## src/rtl/tts_pkg.sv

```systemverilog
package tts_pkg;

    localparam int NUM_ENC    = 2;
    localparam int TAIL_STEPS = 3;
    localparam int SEQ_BITS   = NUM_ENC * TAIL_STEPS * 2;

    typedef enum logic [1:0] {
        PH_IDLE = 2'd0,
        PH_DATA = 2'd1,
        PH_TAIL = 2'd2
    } phase_t;

    typedef struct packed {
        logic x;
        logic z;
        logic y;
    } code_t;

    typedef struct packed {
        logic vld;
        logic sys1;
        logic p0_1;
        logic p1_1;
        logic sys2;
        logic p0_2;
        logic p1_2;
        logic t1;
        logic t2;
        logic done;
    } out_t;

    // s[0] is the first delay tap, s[2] the last
    function automatic code_t rsc_code(input logic u, input logic [2:0] s);
        code_t c;
        logic  a;
        a   = u ^ s[1] ^ s[2];
        c.x = u;
        c.z = a ^ s[0] ^ s[2];
        c.y = a ^ s[0] ^ s[1] ^ s[2];
        return c;
    endfunction

    function automatic logic [2:0] rsc_next(input logic u, input logic [2:0] s);
        return {s[1], s[0], u ^ s[1] ^ s[2]};
    endfunction

    // Closed form of termination step k from frozen state s (feedback forced to zero)
    function automatic code_t tail_code(input logic [2:0] s, input logic [1:0] k);
        code_t c;
        case (k)
            2'd0:    begin c.x = s[1] ^ s[2]; c.z = s[0] ^ s[2]; c.y = s[0] ^ s[1] ^ s[2]; end
            2'd1:    begin c.x = s[0] ^ s[1]; c.z = s[1];        c.y = s[0] ^ s[1];        end
            default: begin c.x = s[0];        c.z = s[0];        c.y = s[0];               end
        endcase
        return c;
    endfunction

endpackage

```

## src/rtl/tts_ctrl.sv

```systemverilog
module tts_ctrl
    import tts_pkg::*;
#(
    parameter int LEN_W = 13
) (
    input  logic             clk,
    input  logic             rst,
    input  logic             en,
    input  logic             start,
    input  logic [LEN_W-1:0] blk_len,
    input  logic             par_in,
    input  logic             in_valid,
    output phase_t           phase,
    output logic [2:0]       tail_idx,
    output logic             par_mode,
    output logic             data_adv,
    output logic             clr,
    output logic             last_tail
);
    localparam logic [2:0] MUX_LAST = 3'(2 * NUM_ENC - 1);
    localparam logic [2:0] PAR_LAST = 3'(NUM_ENC * TAIL_STEPS - 1);

    logic [LEN_W-1:0] len_q;
    logic [LEN_W-1:0] cnt_q;

    assign tail_idx  = cnt_q[2:0];
    assign data_adv  = en && (phase == PH_DATA) && in_valid;
    assign clr       = en && (phase == PH_IDLE) && start;
    assign last_tail = (phase == PH_TAIL) && (tail_idx == (par_mode ? PAR_LAST : MUX_LAST));

    always_ff @(posedge clk) begin
        if (rst) begin
            phase    <= PH_IDLE;
            cnt_q    <= '0;
            len_q    <= '0;
            par_mode <= 1'b0;
        end else if (en) begin
            case (phase)
                PH_IDLE: if (start) begin
                    len_q    <= blk_len;
                    par_mode <= par_in;
                    cnt_q    <= '0;
                    phase    <= PH_DATA;
                end
                PH_DATA: if (in_valid) begin
                    if (cnt_q == len_q - LEN_W'(1)) begin
                        cnt_q <= '0;
                        phase <= PH_TAIL;
                    end else begin
                        cnt_q <= cnt_q + LEN_W'(1);
                    end
                end
                PH_TAIL: begin
                    if (last_tail) begin
                        cnt_q <= '0;
                        phase <= PH_IDLE;
                    end else begin
                        cnt_q <= cnt_q + LEN_W'(1);
                    end
                end
                default: phase <= PH_IDLE;
            endcase
        end
    end

    assert_tail_bound_R7: assert property (@(posedge clk) disable iff (rst)
        (phase == PH_TAIL) |-> (tail_idx <= PAR_LAST));

    assert_stall_hold_R8: assert property (@(posedge clk) disable iff (rst)
        !en |=> ($stable(phase) && $stable(cnt_q) && $stable(par_mode)));

endmodule

```

## src/rtl/tts_rsc.sv

```systemverilog
module tts_rsc
    import tts_pkg::*;
(
    input  logic       clk,
    input  logic       rst,
    input  logic       clr,
    input  logic       adv,
    input  logic       u,
    output logic [2:0] st
);
    always_ff @(posedge clk) begin
        if (rst || clr) begin
            st <= '0;
        end else if (adv) begin
            st <= rsc_next(u, st);
        end
    end

    assert_clear_R2: assert property (@(posedge clk) disable iff (rst)
        clr |=> (st == 3'b000));

    assert_hold_R3: assert property (@(posedge clk) disable iff (rst)
        (!adv && !clr) |=> $stable(st));

endmodule

```

## src/rtl/tts_fmt.sv

```systemverilog
module tts_fmt
    import tts_pkg::*;
#(
    parameter bit RATE_FIFTH = 1'b1
) (
    input  phase_t     phase,
    input  logic [2:0] tail_idx,
    input  logic       par_mode,
    input  logic       in_valid,
    input  logic       nat_bit,
    input  logic       ilv_bit,
    input  logic       last_tail,
    input  logic [2:0] st_nat,
    input  logic [2:0] st_ilv,
    output out_t       o
);
    out_t                raw;
    code_t               c_nat;
    code_t               c_ilv;
    code_t               tc;
    logic [SEQ_BITS-1:0] seq;
    logic [3:0]          base;
    logic [2:0]          k2;

    always_comb begin
        c_nat = rsc_code(nat_bit, st_nat);
        c_ilv = rsc_code(ilv_bit, st_ilv);
        for (int k = 0; k < TAIL_STEPS; k++) begin
            seq[2*k]                  = tail_code(st_nat, 2'(k)).x;
            seq[2*k+1]                = tail_code(st_nat, 2'(k)).z;
            seq[2*TAIL_STEPS+2*k]     = tail_code(st_ilv, 2'(k)).x;
            seq[2*TAIL_STEPS+2*k+1]   = tail_code(st_ilv, 2'(k)).z;
        end
        base = {1'b0, tail_idx[1:0], 1'b0} + {2'b00, tail_idx[1:0]};
        k2   = tail_idx - 3'(TAIL_STEPS);
        tc   = '0;
        raw  = '0;
        case (phase)
            PH_DATA: if (in_valid) begin
                raw.vld  = 1'b1;
                raw.sys1 = nat_bit;
                raw.p0_1 = c_nat.z;
                raw.p1_1 = c_nat.y;
                raw.sys2 = ilv_bit;
                raw.p0_2 = c_ilv.z;
                raw.p1_2 = c_ilv.y;
            end
            PH_TAIL: begin
                raw.vld  = 1'b1;
                raw.done = last_tail;
                if (par_mode) begin
                    if (tail_idx < 3'(TAIL_STEPS)) begin
                        tc       = tail_code(st_nat, tail_idx[1:0]);
                        raw.sys1 = tc.x;
                        raw.p0_1 = tc.z;
                        raw.p1_1 = tc.y;
                        raw.t1   = 1'b1;
                    end else begin
                        tc       = tail_code(st_ilv, k2[1:0]);
                        raw.sys1 = tc.x;
                        raw.sys2 = tc.x;
                        raw.p0_2 = tc.z;
                        raw.p1_2 = tc.y;
                        raw.t2   = 1'b1;
                    end
                end else begin
                    raw.sys1 = seq[base];
                    raw.p0_1 = seq[base + 4'd1];
                    raw.p0_2 = seq[base + 4'd2];
                    raw.t1   = (tail_idx[1:0] < 2'd2);
                    raw.t2   = (tail_idx[1:0] >= 2'd2);
                end
            end
            default: raw = '0;
        endcase
    end

    generate
        if (RATE_FIFTH) begin : g_rate5
            assign o = raw;
        end else begin : g_rate3
            always_comb begin
                o      = raw;
                o.p1_1 = 1'b0;
                o.p1_2 = 1'b0;
            end
        end
    endgenerate

endmodule

```

## src/rtl/turbo_tail_seq.sv

```systemverilog
module turbo_tail_seq
    import tts_pkg::*;
#(
    parameter int LEN_W      = 13,
    parameter bit RATE_FIFTH = 1'b1
) (
    input  logic             clk,
    input  logic             rst,
    input  logic             dn_ready,
    input  logic             start,
    input  logic [LEN_W-1:0] blk_len,
    input  logic             par_tail,
    input  logic             in_valid,
    input  logic             nat_bit,
    input  logic             ilv_bit,
    output logic             out_valid,
    output logic             sys1,
    output logic             par0_1,
    output logic             par1_1,
    output logic             sys2,
    output logic             par0_2,
    output logic             par1_2,
    output logic             tail1,
    output logic             tail2,
    output logic             blk_done
);
    phase_t           phase;
    logic [2:0]       tail_idx;
    logic             par_mode;
    logic             data_adv;
    logic             clr;
    logic             last_tail;
    logic [NUM_ENC-1:0] u_bits;
    logic [2:0]       st [NUM_ENC];
    out_t             nxt;
    out_t             out_q;

    assign u_bits = {ilv_bit, nat_bit};

    tts_ctrl #(.LEN_W(LEN_W)) u_ctrl (
        .clk       (clk),
        .rst       (rst),
        .en        (dn_ready),
        .start     (start),
        .blk_len   (blk_len),
        .par_in    (par_tail),
        .in_valid  (in_valid),
        .phase     (phase),
        .tail_idx  (tail_idx),
        .par_mode  (par_mode),
        .data_adv  (data_adv),
        .clr       (clr),
        .last_tail (last_tail)
    );

    generate
        for (genvar g = 0; g < NUM_ENC; g++) begin : g_enc
            tts_rsc u_rsc (
                .clk (clk),
                .rst (rst),
                .clr (clr),
                .adv (data_adv),
                .u   (u_bits[g]),
                .st  (st[g])
            );
        end
    endgenerate

    tts_fmt #(.RATE_FIFTH(RATE_FIFTH)) u_fmt (
        .phase     (phase),
        .tail_idx  (tail_idx),
        .par_mode  (par_mode),
        .in_valid  (in_valid),
        .nat_bit   (nat_bit),
        .ilv_bit   (ilv_bit),
        .last_tail (last_tail),
        .st_nat    (st[0]),
        .st_ilv    (st[1]),
        .o         (nxt)
    );

    always_ff @(posedge clk) begin
        if (rst) begin
            out_q <= '0;
        end else if (dn_ready) begin
            out_q <= nxt;
        end
    end

    assign out_valid = out_q.vld;
    assign sys1      = out_q.sys1;
    assign par0_1    = out_q.p0_1;
    assign par1_1    = out_q.p1_1;
    assign sys2      = out_q.sys2;
    assign par0_2    = out_q.p0_2;
    assign par1_2    = out_q.p1_2;
    assign tail1     = out_q.t1;
    assign tail2     = out_q.t2;
    assign blk_done  = out_q.done;

    assert_tail_excl_R6: assert property (@(posedge clk) disable iff (rst)
        !(tail1 && tail2));

    assert_freeze_R8: assert property (@(posedge clk) disable iff (rst)
        !dn_ready |=> $stable(out_q));

    assert_tail_valid_R7: assert property (@(posedge clk) disable iff (rst)
        (tail1 || tail2) |-> out_valid);

    assert_ready_hold_R7: assert property (@(posedge clk) disable iff (rst)
        (out_valid && (tail1 || tail2) && !blk_done) |=> out_valid);

    assert_done_last_R9: assert property (@(posedge clk) disable iff (rst)
        blk_done |-> (tail2 && out_valid));

    assert_sys_route_R5: assert property (@(posedge clk) disable iff (rst)
        (par_mode && tail2) |-> (sys1 == sys2));

endmodule

```

## config.mk

```make
export PLATFORM = sky130hd
export DESIGN_NAME = turbo_tail_seq
export DESIGN_NICKNAME = d
export VERILOG_FILES = /design/src/rtl/tts_pkg.sv /design/src/rtl/tts_ctrl.sv /design/src/rtl/tts_rsc.sv /design/src/rtl/tts_fmt.sv /design/src/rtl/turbo_tail_seq.sv
export SDC_FILE = /design/constraint.sdc
export NUM_CORES = 1
export LEC_CHECK = 0
export ABC_CLOCK_PERIOD_IN_PS = 3700
export BUFFER_PORTS_ARGS = -buffer_cell sky130_fd_sc_hd__buf_2
export CAP_MARGIN = 25
export CORE_MARGIN = 3
export CORE_UTILIZATION = 40
export CTS_BUF_LIST = sky130_fd_sc_hd__clkbuf_8
export CTS_CLUSTER_SIZE = 24
export DETAILED_ROUTE_END_ITERATION = 16
export PLACE_DENSITY = 0.58
export SLEW_MARGIN = 20
export SYNTH_ARGS = -nofsm -noshare
export SYNTH_HDL_FRONTEND = slang
export SYNTH_SLANG_ARGS = --single-unit
```

## constraint.sdc

```tcl
create_clock -name clk -period 3.7 [get_ports clk]
set_input_delay 0.925 -clock clk [delete_from_list [all_inputs] [get_ports clk]]
set_output_delay 0.925 -clock clk [all_outputs]
set_load 0.01 [all_outputs]
```

# == Yosys cells after proc, flatten, opt, wreduce, memory -nomap -nowiden ==
# Cells that the tools add are included.
# classes
bitwise_logic,20
add_sub_neg,6
eq_ne,10
n_lt_le_gt_ge,6
reduce_logical,13
muxes,32
# ops
operator,count
13-bit 2-to-1 mux,4
13-bit one-hot mux with 3 select lines,1
1-bit XOR,20
2-bit 2-to-1 mux,8
"4-bit by 5-bit less-than comparator with 1-bit output, second input constant",3
7-bit one-hot mux with 2 select lines,1
"13-bit by 1-bit adder with 13-bit output, second input constant",1
13-bit == test,1
"13-bit by 1-bit subtractor with 13-bit output, second input constant",1
1-bit binary-select mux with 4-bit select,3
3-bit one-hot mux with 2 select lines,2
3-bit 2-to-1 mux,3
1-bit 2-to-1 mux,8
7-bit 2-to-1 mux,1
"2-bit by 1-bit == test with 1-bit output, second input constant",3
2-bit zero test,3
"2-bit != test, second input constant",3
2-bit one-hot mux with 3 select lines,1
1-bit logical AND,5
5-bit AND reduction,1
3-bit by 2-bit adder with 4-bit output,1
"4-bit by 1-bit adder with 4-bit output, second input constant",1
"4-bit by 2-bit adder with 4-bit output, second input constant",1
4-bit AND reduction,1
10 further kinds,10
# totals
elab_cells,103
ff_bits,45
out_inout_bits,10
in_bits,21

# == Logic depth before layout (Yosys ltp) ==
# Gate-level depths: netlist of run 1.
# depth
depth_word,7
depth_mapped,12

# == Modules after synthesis ==
# A second synthesis of run 1 with hierarchy kept.
# hier_totals
cells_unflattened,465
hier_area_um2,3494.6
# modules_own_cells
mod,instances,cells_per_inst,area_per_inst_um2
tts_ctrl,1,276,1965.6
tts_fmt,1,137,908.4
turbo_tail_seq,1,32,352.8
tts_rsc,2,10,133.9

# == Least setup slack after synthesis of run 1 ==
# No wires, ideal clock.
# synth_timing
path_kind,register to register
from,register u_ctrl.len_q[0]
to,register u_ctrl.cnt_q[10]
stages_incl_launch_ff,12
synth_period_minus_slack_ns,2.985
slack_ns,0.715
required_time_ns,3.572
t_arrival_ns,2.857
path_buffers,2
setup_ns,0.128
path_cell_list,dfxtp_1 inv_1 ha_1 or3b_1 clkbuf_2 or4_1 a2111oi_2 o2111ai_1 o31a_1 buf_6 a221oi_2 o41ai_1
# synth_between
elab_chain_len,5
# synth_lines
item,line_no,text
start: declaration,tts_ctrl.sv:23,logic [LEN_W-1:0] len_q;
start signal: assignment,tts_ctrl.sv:40,len_q <= blk_len;
13-bit by 1-bit subtractor with 13-bit output,tts_ctrl.sv:46,if (cnt_q == len_q - LEN_W'(1)) begin
13-bit == test,tts_ctrl.sv:46,
13-bit 2-to-1 mux,tts_ctrl.sv:46,
13-bit 2-to-1 mux,tts_ctrl.sv:45,PH_DATA: if (in_valid) begin
13-bit one-hot mux with 3 select lines,tts_ctrl.sv:38,case (phase)
end signal: assignment,tts_ctrl.sv:50,cnt_q <= cnt_q + LEN_W'(1);
end signal: assignment,tts_ctrl.sv:58,cnt_q <= cnt_q + LEN_W'(1);
end: declaration,tts_ctrl.sv:24,logic [LEN_W-1:0] cnt_q;
# Every way passes these cells. The select of a mux whose other input is x is not followed.
# A chain may end at the register's enable or synchronous reset.

# == Final worst setup path of run 1 ==
# layout_timing
from,register u_ctrl.len_q[0]
to,register u_ctrl.cnt_q[9]
# The elaborated chain is that of the path after synthesis.

==> metrics.log, run 1 <==
[metrics] leading post-synthesis cells by cell area: dfxtp_1 (27%), nand2_1 (7.0%), a21oi_1 (6.0%), xnor2_1 (5.2%), ha_1 (4.8%)
[metrics] sink count of the clock tree: 45
[metrics] area share of fa/ha/maj cells after synthesis: 0.04786
[metrics] area share of xor/xnor cells in the synthesized design: 0.07216
[metrics] die width: 98.17 um
[metrics] count of state elements after synthesis: 45
[metrics] max-cap viol count: 0
[metrics] gpl congestion: 0.9005
[metrics] Netlist Area Pre-Place: 3398 um2
[metrics] worst-case clock buffer depth: 2
[metrics] top layer reached by signal wires: met4
[metrics] DR DRC count: 0
[metrics] max_slew headroom: 0.3542
[metrics] Synth Area per Inst: 7.420 um2
[metrics] fraction of layout cells with a size suffix above 1: 0.1253
[metrics] portion of netlist area occupied by mux cells: 0.01804
[metrics] fraction of the mapped netlist area in compound gates: 0.2750
[metrics] P per Cell Area: 283.4 nW/um2
[metrics] wire length per cell after detailed routing: 15.81 um
[metrics] sequential fraction of the synthesis area: 0.2651
[metrics] number of H-tree levels: 2
[metrics] overall fraction of global-route tracks in use: 0.1828
[metrics] synthesized instance count: 458
[metrics] CTS tree: built
[metrics] synthesis-to-finish area growth: 7.474%
[metrics] maximum operating frequency: 306.9 MHz
[metrics] total vias in the final route: 3279
[metrics] row count: 32
[metrics] Post-synth EDFFs: 0
[metrics] RSZ-0062 raised after global routing: no
[metrics] TNS Setup: 0 ns
[metrics] async set-reset flop share out of synthesis: 0
[metrics] Initial Util: 0.4265
[metrics] clk slew on worst S/H paths: 0.11 ns
[metrics] total routed wire length on the met1 layer: 4248 um
[metrics] number of buffers created by CTS: 5
[metrics] ant diodes: 0
[metrics] final core utilization: 0.4584
[metrics] Worst IR Drop VDD: 0.0001289 V
[metrics] count of input and output buffers: 30
[metrics] post-route clock period utilization: 0.8808
[metrics] drt total wl: 8932 um
[metrics] maximum number of pins on one net before global-route repair: 28
[metrics] average via count per standard cell: 5.804
[metrics] crit-path max FO: 12
[metrics] CP startpoint kind: flop
[metrics] type of the setup path with the least slack: reg -> reg
[metrics] count of instances resized after the clock tree is built: 0
[metrics] Min Clock Period, post-route: 3.259 ns
[metrics] DRC violation total after the first TritonRoute iteration: 129
[metrics] data required time of the critical path: 3.90 ns
[metrics] half-perimeter wire length after detailed placement: 6293 um
[metrics] largest family of logic cells by synthesized area: compound AO/OA/AOI/OAI gates
[metrics] vias in the first global route: 3023
[metrics] run status: finished clean
[metrics] Floorplan Core Area: 7968 um2
[metrics] hold violation count in the final report: 0
[metrics] global-route wire length before repair: 14860 um
[metrics] overall die height: 98.17 um
[metrics] top cell type's share of synthesized area: 0.2651
[metrics] Worst-Skew Late Latency: 0.32 ns
[metrics] met3 WL: 272 um
[metrics] most area-hungry cell type in the Yosys netlist: dfxtp_1
[metrics] total congestion overflow after global routing: 0
[metrics] clock root buffer: clkbuf_8
[metrics] antenna violation net count after detailed routing: 0
[metrics] WL met2: 4301 um
[metrics] Leakage: 1.348 nW
[metrics] total I/O pin count: 31
[metrics] skew final: 0.01543 ns
[metrics] Pre-antenna DRT Iters: 4
[metrics] ys flop type: dfxtp_1
[metrics] number of nets in the synthesized netlist: 492
[metrics] antenna violations before repair: 0
[metrics] type of destination of the critical path: flop
[metrics] total die area: 9637 um2
[metrics] pin slew with the least headroom to its limit: 0.9667 ns
[metrics] Layout Nets: 496
[metrics] arrival time of data at the critical path endpoint: 3.46 ns
[metrics] count of yosys warnings during synthesis: 0
[metrics] final setup violation count: 0
[metrics] hold crit path type: reg -> reg
[metrics] final max-slew violation count: 0
[metrics] number of fill cells in the layout: 821
[metrics] simple-gate share of the synthesized area: 0.2574
[metrics] cts hold-fix bufs: 0
[metrics] post-CTS setup buffers: 0
[metrics] Yosys cell types: 62
==> cell families (layout without fill, tap and decap cells) <==
kind of cell / Yosys count / after routing
and+or+nand+nor: 176 / 176
AOI/OAI and AO/OA: 135 / 135
buffers and inverters: 55 / 60
DFF: 45 / 45
xor gates and xnor gates: 28 / 28
adders and majority gates: 13 / 13
muxes: 6 / 6
==> through the flow <==
step	hold WS, ns	area [um2]	setup slack (ns)	total power [mW]	instances
CTS	0.4574	3652	0.4047	1.041	565
global route	0.4849	3652	0.1819	1.081	565
detailed placement	0.4448	3562	0.4315	0.7092	557
global placement	0.4410	3562	0.5270	0.7077	557
finish	0.4546	3652	0.4412	1.035	565
floorplan	0.4488	3398	0.7152	0.6627	458
==> final timing paths <==
check | startpoint | end | slack, ns | cells after the start
hold / removal | out_valid | out_valid | 0.45 | 2
hold reg to reg | out_valid | out_valid | 0.45 | 2
setup / recovery | u_ctrl.len_q[0] | u_ctrl.cnt_q[9] | 0.44 | 9
setup reg to reg | u_ctrl.len_q[0] | u_ctrl.cnt_q[9] | 0.44 | 9
==> cells in the final DEF (no fill, tap or decap), types with 8 or more instances in the layout <==
cell,n
a21oi_1,41
and3_1,10
buf_2,30
dfxtp_1,45
ha_1,13
inv_1,16
nand2_1,63
nand3_1,16
nor2_1,24
nor2b_1,10
nor3_1,11
nor4_1,8
o21ai_0,17
o31ai_1,10
xnor2_1,20
xor2_1,8
==> report_power, final <==
group | leakage [nW] | total (mW) | switching, mW | internal [mW]
registers | 0.364 | 0.513 | 0.0178 | 0.495
clock network | 0.0445 | 0.336 | 0.201 | 0.135
logic | 0.939 | 0.186 | 0.114 | 0.0724
==> layout make-up <==
| cell class | count | area (um2) | share of cell area |
|---|---|---|---|
| clock buffers | 5 | 68.82 | 0.01884 |
| clock inverters | 3 | 21.27 | 0.005824 |
| inverters | 16 | 60.06 | 0.01644 |
| multi-input cells | 358 | 2278 | 0.6238 |
| flip-flops and latches | 45 | 900.9 | 0.2467 |
| well taps | 102 | 127.6 | 0.03494 |
| repair buffers | 36 | 195.2 | 0.05344 |
==> layer usage <==
metal | global-route usage | up-vias
li1 | - | 1653
met1 | 0.2376 | 1552
met2 | 0.3168 | 64
met3 | 0.02857 | 10
met4 | 0.04517 | 0
met5 | 0 | -
==> critical path: stages, from the launching register on <==
cell,delay (ns)
dfxtp_1,0.36
inv_1,0.07
ha_1,0.25
or3b_1,0.47
or4_1,0.52
a2111oi_2,0.37
o2111ai_1,0.19
o31a_1,0.30
o21bai_2,0.47
o41ai_1,0.15
==> flip-flops by register name, indices dropped and copies added, names as in the netlist, 2 cells and up <==
name and flops:
g_enc.u_rsc.st 6, u_ctrl.phase 2, u_ctrl.len_q 13, u_ctrl.cnt_q 13
==> Yosys cell counts, drive strengths merged, types with 4 or more instances <==
cell type / n
o31ai: 10
nand2b: 6
a21oi: 41
mux2i: 5
xnor2: 20
clkbuf: 33
buf: 6
o21ai: 18
a211oi: 4
nand2: 63
a22o: 7
xor2: 8
dfxtp: 45
nor2: 24
or3: 4
nor2b: 10
nand3: 16
ha: 13
and3: 10
nor4: 8
a22oi: 4
nor3b: 6
a31oi: 5
o211ai: 6
nor3: 11
inv: 16
or2: 4
o21bai: 4
a21o: 4
Power figures use the tool's default switching activity.
==> run 2, diff against run 1 <==
ABC_AREA = 1   (was unset)
PLACE_DENSITY = 0.59   (was 0.58)
==> metrics.log, run 2 <==
[metrics] run status: finished clean (unchanged)
[metrics] type of the setup path with the least slack: reg -> reg (unchanged)
[metrics] wire length per cell after detailed routing: 12.69 um (was 15.81 um)
[metrics] Synth Area per Inst: 6.558 um2 (was 7.420 um2)
[metrics] antenna violations before repair: 0 (unchanged)
[metrics] total I/O pin count: 31 (unchanged)
[metrics] Final Instance Count excl. Fillers: 629 (was 565)
[metrics] Worst-Skew Late Latency: 0.31 ns (was 0.32 ns)
[metrics] die width: 97.00 um (was 98.17 um)
[metrics] DR DRC count: 0 (unchanged)
[metrics] Pre-antenna DRT Iters: 4 (unchanged)
[metrics] number of H-tree levels: 2 (unchanged)
[metrics] leading post-synthesis cells by cell area: dfxtp_1 (27%), nand2_1 (15%), inv_1 (7.1%), a21oi_1 (6.6%), o21ai_0 (5.6%) (was dfxtp_1 (27%), nand2_1 (7.0%), a21oi_1 (6.0%), xnor2_1 (5.2%), ha_1 (4.8%))
[metrics] post-CTS setup buffers: 0 (unchanged)
[metrics] Min Clock Period, post-route: 2.661 ns (was 3.259 ns)
[metrics] Floorplan Core Area: 7888 um2 (was 7968 um2)
[metrics] maximum number of pins on one net before global-route repair: 25 (was 28)
[metrics] maximum operating frequency: 375.8 MHz (was 306.9 MHz)
[metrics] number of nets in the synthesized netlist: 539 (was 492)
[metrics] commonest cells in the synthesized netlist: nand2_1 (134), inv_1 (63), dfxtp_1 (45) (was nand2_1 (63), dfxtp_1 (45), a21oi_1 (41))
[metrics] sink count of the clock tree: 45 (unchanged)
[metrics] gpl congestion: 0.8463 (was 0.9005)
[metrics] Yosys cell types: 39 (was 62)
[metrics] P per Cell Area: 363.4 nW/um2 (was 283.4 nW/um2)
[metrics] most common library cell in the layout ignoring fill and taps: nand2_1 (unchanged)
[metrics] CTS tree: built (unchanged)
[metrics] fraction of the mapped netlist area in compound gates: 0.1870 (was 0.2750)
[metrics] Reg power frac: 0.415 (was 0.496)
[metrics] half-perimeter wire length after detailed placement: 6157 um (was 6293 um)
[metrics] ys flop type: dfxtp_1 (unchanged)
[metrics] portion of netlist area occupied by mux cells: 0 (was 0.01804)
[metrics] number of fill cells in the layout: 836 (was 821)
[metrics] antenna violation net count after detailed routing: 0 (unchanged)
[metrics] number of buffers created by CTS: 5 (unchanged)
[metrics] synthesized instance count: 505 (was 458)
[metrics] final core utilization: 0.4572 (was 0.4584)
[metrics] final max-slew violation count: 0 (unchanged)
[metrics] overall fraction of global-route tracks in use: 0.1746 (was 0.1828)
[metrics] CP startpoint kind: flop (unchanged)
[metrics] overall die height: 97.00 um (was 98.17 um)
[metrics] data required time of the critical path: 3.88 ns (was 3.90 ns)
[metrics] average via count per standard cell: 4.941 (was 5.804)
[metrics] total die area: 9408 um2 (was 9637 um2)
[metrics] type of destination of the critical path: flop (unchanged)
[metrics] share of total power in combinational logic: 0.325 (was 0.180)
[metrics] max_slew headroom: 0.6213 (was 0.3542)
[metrics] ant diodes: 0 (unchanged)
[metrics] most frequently used cell type in the post-synthesis netlist: nand2_1 (unchanged)
[metrics] Leakage: 1.593 nW (was 1.348 nW)
[metrics] Netlist Area Pre-Place: 3312 um2 (was 3398 um2)
[metrics] total vias in the final route: 3108 (was 3279)
[metrics] row count: 32 (unchanged)
[metrics] count of input and output buffers: 30 (unchanged)
[metrics] count of yosys warnings during synthesis: 0 (unchanged)
[metrics] largest family of logic cells by synthesized area: simple AND/OR/NAND/NOR gates (was compound AO/OA/AOI/OAI gates)
[metrics] clock root buffer: clkbuf_8 (unchanged)
[metrics] skew final: 0.01704 ns (was 0.01543 ns)
[metrics] hold violation count in the final report: 0 (unchanged)
[metrics] biggest registers after layout: u_ctrl.cnt_q (13), u_ctrl.len_q (13), g_enc.u_rsc.st (6) (unchanged)
[metrics] sequential fraction of the synthesis area: 0.2720 (was 0.2651)
[metrics] arrival time of data at the critical path endpoint: 2.84 ns (was 3.46 ns)
[metrics] pin slew with the least headroom to its limit: 0.5660 ns (was 0.9667 ns)
[metrics] Post-synth EDFFs: 0 (unchanged)
[metrics] Post-Place Cells: 621 (was 557)
[metrics] TNS Setup: 0 ns (unchanged)
[metrics] clock network power share: 0.260 (was 0.324)
[metrics] internal power: 0.8091 mW (was 0.7025 mW)
[metrics] hold crit path type: reg -> reg (unchanged)
[metrics] max-cap viol count: 0 (unchanged)
[metrics] most area-hungry cell type in the Yosys netlist: dfxtp_1 (unchanged)
[metrics] vias in the first global route: 2898 (was 3023)
[metrics] clk slew on worst S/H paths: 0.10 ns (was 0.11 ns)
[metrics] final setup violation count: 0 (unchanged)
[metrics] global-route wire length before repair: 13890 um (was 14860 um)
[metrics] fraction of power spent switching nets: 0.3826 (was 0.3212)
[metrics] cts hold-fix bufs: 0 (unchanged)
[metrics] Worst IR Drop VDD: 0.0001748 V (was 0.0001289 V)
[metrics] post-route clock period utilization: 0.7191 (was 0.8808)
[metrics] count of instances resized after the clock tree is built: 0 (unchanged)
[metrics] top cell type's share of synthesized area: 0.2720 (was 0.2651)
[metrics] async set-reset flop share out of synthesis: 0 (unchanged)
[metrics] DRC violation total after the first TritonRoute iteration: 167 (was 129)
[metrics] most frequent cells in the layout: nand2_1 (134), inv_1 (63), dfxtp_1 (45), a21oi_1 (44), o21ai_0 (37) (was nand2_1 (63), dfxtp_1 (45), a21oi_1 (41), buf_2 (30), nor2_1 (24))
[metrics] Layout Nets: 560 (was 496)
[metrics] drt total wl: 7982 um (was 8932 um)
[metrics] Psw: 0.5013 mW (was 0.3324 mW)
[metrics] count of state elements after synthesis: 45 (unchanged)
[metrics] simple-gate share of the synthesized area: 0.3192 (was 0.2574)
[metrics] RSZ-0062 raised after global routing: no (unchanged)
[metrics] Initial Util: 0.4199 (was 0.4265)
[metrics] worst-case clock buffer depth: 2 (unchanged)
[metrics] synthesis-to-finish area growth: 8.878% (was 7.474%)
[metrics] area share of xor/xnor cells in the synthesized design: 0.06611 (was 0.07216)
[metrics] area share of fa/ha/maj cells after synthesis: 0.04911 (was 0.04786)
[metrics] total congestion overflow after global routing: 0 (unchanged)
[metrics] total power draw: 1.310 mW (was 1.035 mW)
[metrics] fraction of layout cells with a size suffix above 1: 0.1689 (was 0.1253)
[metrics] crit-path max FO: 16 (was 12)
-- run 2: power groups by stage --
stage / sequential [mW] / combinational [mW] / clock, mW
floorplan: 0.542 / 0.357 / 0
global placement: 0.556 / 0.418 / 0
detailed placement: 0.555 / 0.425 / 0
CTS: 0.545 / 0.427 / 0.351
global route: 0.549 / 0.491 / 0.369
finish: 0.544 / 0.425 / 0.341
-- run 2: critical path, stage by stage (launching register included) --
cell	delay [ns]
dfxtp_1	0.69
inv_2	0.24
ha_1	0.56
inv_1	0.25
o21ai_0	0.20
inv_1	0.09
nand4_1	0.11
inv_1	0.06
a31oi_1	0.13
nand2_1	0.07
nand2_1	0.06
a21oi_1	0.06
-- run 2: per-stage QoR --
stage / hold WS, ns / instance area [um2] / setup slack (ns)
finish: 0.4690 / 3606 / 1.039
global route: 0.4908 / 3606 / 0.7273
CTS: 0.4708 / 3606 / 1.039
detailed placement: 0.4565 / 3507 / 0.8048
global placement: 0.4535 / 3507 / 0.9002
floorplan: 0.4359 / 3312 / 1.714
-- run 2: layout make-up --
cell class	instances	area, um2	area share
Tap cell	102	127.6	0.03539
Multi-Input combinational cell	374	2058	0.5708
Clock inverter	2	16.27	0.004511
Sequential cell	45	900.9	0.2498
Inverter	68	255.2	0.07078
Clock buffer	6	82.58	0.02290
Timing Repair Buffer	32	165.2	0.04580
-- run 2: cell families after synthesis --
| logic type | after synthesis |
|---|---|
| and+or+nand+nor | 229 |
| xor gates and xnor gates | 25 |
| buffers and inverters | 86 |
| adders and majority gates | 13 |
| AOI/OAI and AO/OA | 107 |
| DFF | 45 |
-- run 2: final timing paths --
path / start / endpoint / slack [ns] / cells past startpoint
setup / recovery: u_ctrl.cnt_q[0] / sys1 / 1.04 / 11
hold / removal: u_ctrl.len_q[12] / u_ctrl.len_q[12] / 0.47 / 2
setup reg to reg: u_ctrl.cnt_q[0] / sys1 / 1.04 / 11
hold reg to reg: u_ctrl.len_q[12] / u_ctrl.len_q[12] / 0.47 / 2
-- run 2: per-layer routing --
layer  global-route usage  part of all wire  up-vias
li1                     -                 -     1659
met4              0.03888            0.0098        0
met1               0.2422              0.50     1395
met2               0.2866              0.46       48
met5                    0                 0        -
met3              0.02523             0.034        6
==> run 3, diff against run 2 <==
ABC_CLOCK_PERIOD_IN_PS = 2200   (was 3700)
PLACE_DENSITY = 0.61   (was 0.59)
clock period = 2.2 ns   (was 3.7 ns; I/O delays follow)
==> metrics.log, run 3 (synthesis results as in run 2) <==
[metrics] TNS Setup: 0 ns (unchanged)
[metrics] overall die height: 97.00 um (unchanged)
[metrics] gpl congestion: 0.9444 (was 0.8463)
[metrics] data required time of the critical path: 2.44 ns (was 3.88 ns)
[metrics] row count: 32 (unchanged)
[metrics] final max-slew violation count: 0 (unchanged)
[metrics] internal power: 1.338 mW (was 0.8091 mW)
[metrics] arrival time of data at the critical path endpoint: 2.16 ns (was 2.84 ns)
[metrics] wire length per cell after detailed routing: 12.67 um (was 12.69 um)
[metrics] final core utilization: 0.4665 (was 0.4572)
[metrics] Layout Nets: 571 (was 560)
[metrics] clk slew on worst S/H paths: 0.08 ns (was 0.10 ns)
[metrics] skew final: 0.004498 ns (was 0.01704 ns)
[metrics] worst r2r dst: u_ctrl.phase[1] (was sys1)
[metrics] number of fill cells in the layout: 817 (was 836)
[metrics] type of destination of the critical path: flop (unchanged)
[metrics] DR DRC count: 0 (unchanged)
[metrics] antenna violation net count after detailed routing: 0 (unchanged)
[metrics] sink count of the clock tree: 45 (unchanged)
[metrics] final setup violation count: 0 (unchanged)
[metrics] P per Cell Area: 587.0 nW/um2 (was 363.4 nW/um2)
[metrics] most common library cell in the layout ignoring fill and taps: nand2_1 (unchanged)
[metrics] maximum number of pins on one net before global-route repair: 29 (was 25)
[metrics] max-cap viol count: 0 (unchanged)
[metrics] drt total wl: 8107 um (was 7982 um)
[metrics] post-CTS setup buffers: 0 (unchanged)
[metrics] Reg power frac: 0.422 (was 0.415)
[metrics] ant diodes: 0 (unchanged)
[metrics] Worst-Skew Late Latency: 0.29 ns (was 0.31 ns)
[metrics] most frequent cells in the layout: nand2_1 (134), inv_1 (66), a21oi_1 (44), dfxtp_1 (44), o21ai_0 (37) (was nand2_1 (134), inv_1 (63), dfxtp_1 (45), a21oi_1 (44), o21ai_0 (37))
[metrics] total I/O pin count: 31 (unchanged)
[metrics] CP startpoint kind: flop (unchanged)
[metrics] hold violation count in the final report: 0 (unchanged)
[metrics] fraction of layout cells with a size suffix above 1: 0.1822 (was 0.1689)
[metrics] Pre-antenna DRT Iters: 5 (was 4)
[metrics] hold crit path type: reg -> reg (unchanged)
[metrics] maximum operating frequency: 518.9 MHz (was 375.8 MHz)
[metrics] Min Clock Period, post-route: 1.927 ns (was 2.661 ns)
[metrics] Worst Hold Path EP: par1_1 (was u_ctrl.len_q[12])
[metrics] type of the setup path with the least slack: reg -> reg (unchanged)
[metrics] count of input and output buffers: 30 (unchanged)
[metrics] Worst IR Drop VDD: 0.0002486 V (was 0.0001748 V)
[metrics] Critical Path Start: u_ctrl.len_q[0] (was u_ctrl.cnt_q[0])
[metrics] crit-path max FO: 4 (was 16)
[metrics] Initial Util: 0.4199 (unchanged)
[metrics] total congestion overflow after global routing: 0 (unchanged)
[metrics] global-route wire length before repair: 13900 um (was 13890 um)
[metrics] share of total power in combinational logic: 0.348 (was 0.325)
[metrics] average via count per standard cell: 4.988 (was 4.941)
[metrics] biggest registers after layout: u_ctrl.cnt_q (13), u_ctrl.len_q (13), g_enc.u_rsc.st (6) (unchanged)
[metrics] overall fraction of global-route tracks in use: 0.1733 (was 0.1746)
[metrics] cts hold-fix bufs: 0 (unchanged)
[metrics] half-perimeter wire length after detailed placement: 6268 um (was 6157 um)
[metrics] register-to-register setup slack: 0.27 ns (was 1.04 ns)
[metrics] max_slew headroom: 0.7346 (was 0.6213)
[metrics] Hold Startpoint: par1_1 (was u_ctrl.len_q[12])
[metrics] RSZ-0062 raised after global routing: no (unchanged)
[metrics] number of instances on the worst hold path: 2 (unchanged)
[metrics] fraction of power spent switching nets: 0.3807 (was 0.3826)
[metrics] number of buffers created by CTS: 5 (unchanged)
[metrics] synthesis-to-finish area growth: 11.11% (was 8.878%)
[metrics] Psw: 0.8224 mW (was 0.5013 mW)
[metrics] clock root buffer: clkbuf_8 (unchanged)
[metrics] number of H-tree levels: 2 (unchanged)
[metrics] post-route clock period utilization: 0.8760 (was 0.7191)
[metrics] pin slew with the least headroom to its limit: 0.3976 ns (was 0.5660 ns)
[metrics] vias in the first global route: 3028 (was 2898)
[metrics] run status: finished clean (unchanged)
[metrics] CTS tree: built (unchanged)
[metrics] worst r2r src: u_ctrl.len_q[0] (was u_ctrl.cnt_q[0])
[metrics] clock network power share: 0.229 (was 0.260)
[metrics] DRC violation total after the first TritonRoute iteration: 187 (was 167)
[metrics] total vias in the final route: 3192 (was 3108)
[metrics] R2R depth: 14 (was 11)
[metrics] Floorplan Core Area: 7888 um2 (unchanged)
[metrics] Leakage: 1.654 nW (was 1.593 nW)
[metrics] die width: 97.00 um (unchanged)
[metrics] total die area: 9408 um2 (unchanged)
[metrics] antenna violations before repair: 0 (unchanged)
[metrics] worst-case clock buffer depth: 2 (unchanged)
-- run 3: stage by stage --
step	cell area (um2)	worst slack, ns	power [mW]	hold WS (ns)	std cells
after floorplan	3312	0.3286	1.513	0.4359	505
after global placement	3590	0.2407	1.665	0.4429	632
after detailed placement	3590	0.2319	1.672	0.4521	632
after CTS	3670	0.2208	2.175	0.4651	640
after global routing	3680	0.02688	2.329	0.4838	640
final	3680	0.2727	2.160	0.4616	640
-- run 3: critical path, stage by stage, from the launching register on --
cell	delay (ns)
dfxtp_2	0.34
inv_2	0.08
ha_1	0.24
nand2_1	0.12
nor2_1	0.17
nand3_1	0.12
nand3_1	0.08
nand2_1	0.05
nor2_1	0.12
nand3_2	0.12
nand2_4	0.11
nand3_2	0.11
nand2_1	0.08
nand2_1	0.05
nor2_1	0.08
-- run 3: cell type report --
class	instances	area, um2	share of cell area
multi-input combinational	374	2067	0.5617
sequential	45	902.1	0.2452
inverter	68	255.2	0.06936
timing repair buffer	43	247.7	0.06732
tap	102	127.6	0.03468
clock buffer	5	68.82	0.01870
clock inverter	3	11.26	0.003060
-- run 3: worst max path at each step --
stage / to / slack, ns / depth (start not counted)
5_1_grt: u_ctrl.phase[1] / 0.03 / 16
4_1_cts: u_ctrl.cnt_q[8] / 0.22 / 15
6_report: u_ctrl.phase[1] / 0.27 / 14
3_3_place_gp: u_ctrl.cnt_q[8] / 0.24 / 15
3_5_place_dp: u_ctrl.cnt_q[8] / 0.23 / 15
2_1_floorplan: sys1 / 0.33 / 12
-- run 3: what timing repair did --
item / in CTS / in global routing
endpoints found under the hold margin: 0 / 0
gates resized for setup: 0 / 2
endpoints found under the setup margin: 0 / 1
-- run 3: routing by layer --
layer | share of wire | wire length, um | GRT usage
met1 | 0.49 | 3941 | 0.2411
met3 | 0.040 | 327 | 0.02091
met4 | 0.0084 | 68 | 0.04536
met2 | 0.47 | 3771 | 0.2834
met5 | 0 | 0 | 0
-- run 3: power groups by stage --
stage	sequential (mW)	clock, mW	combinational [mW]
2_1_floorplan	0.912	0	0.600
3_3_place_gp	0.930	0	0.735
3_5_place_dp	0.931	0	0.741
4_1_cts	0.912	0.517	0.746
5_1_grt	0.921	0.548	0.859
6_report	0.913	0.495	0.753
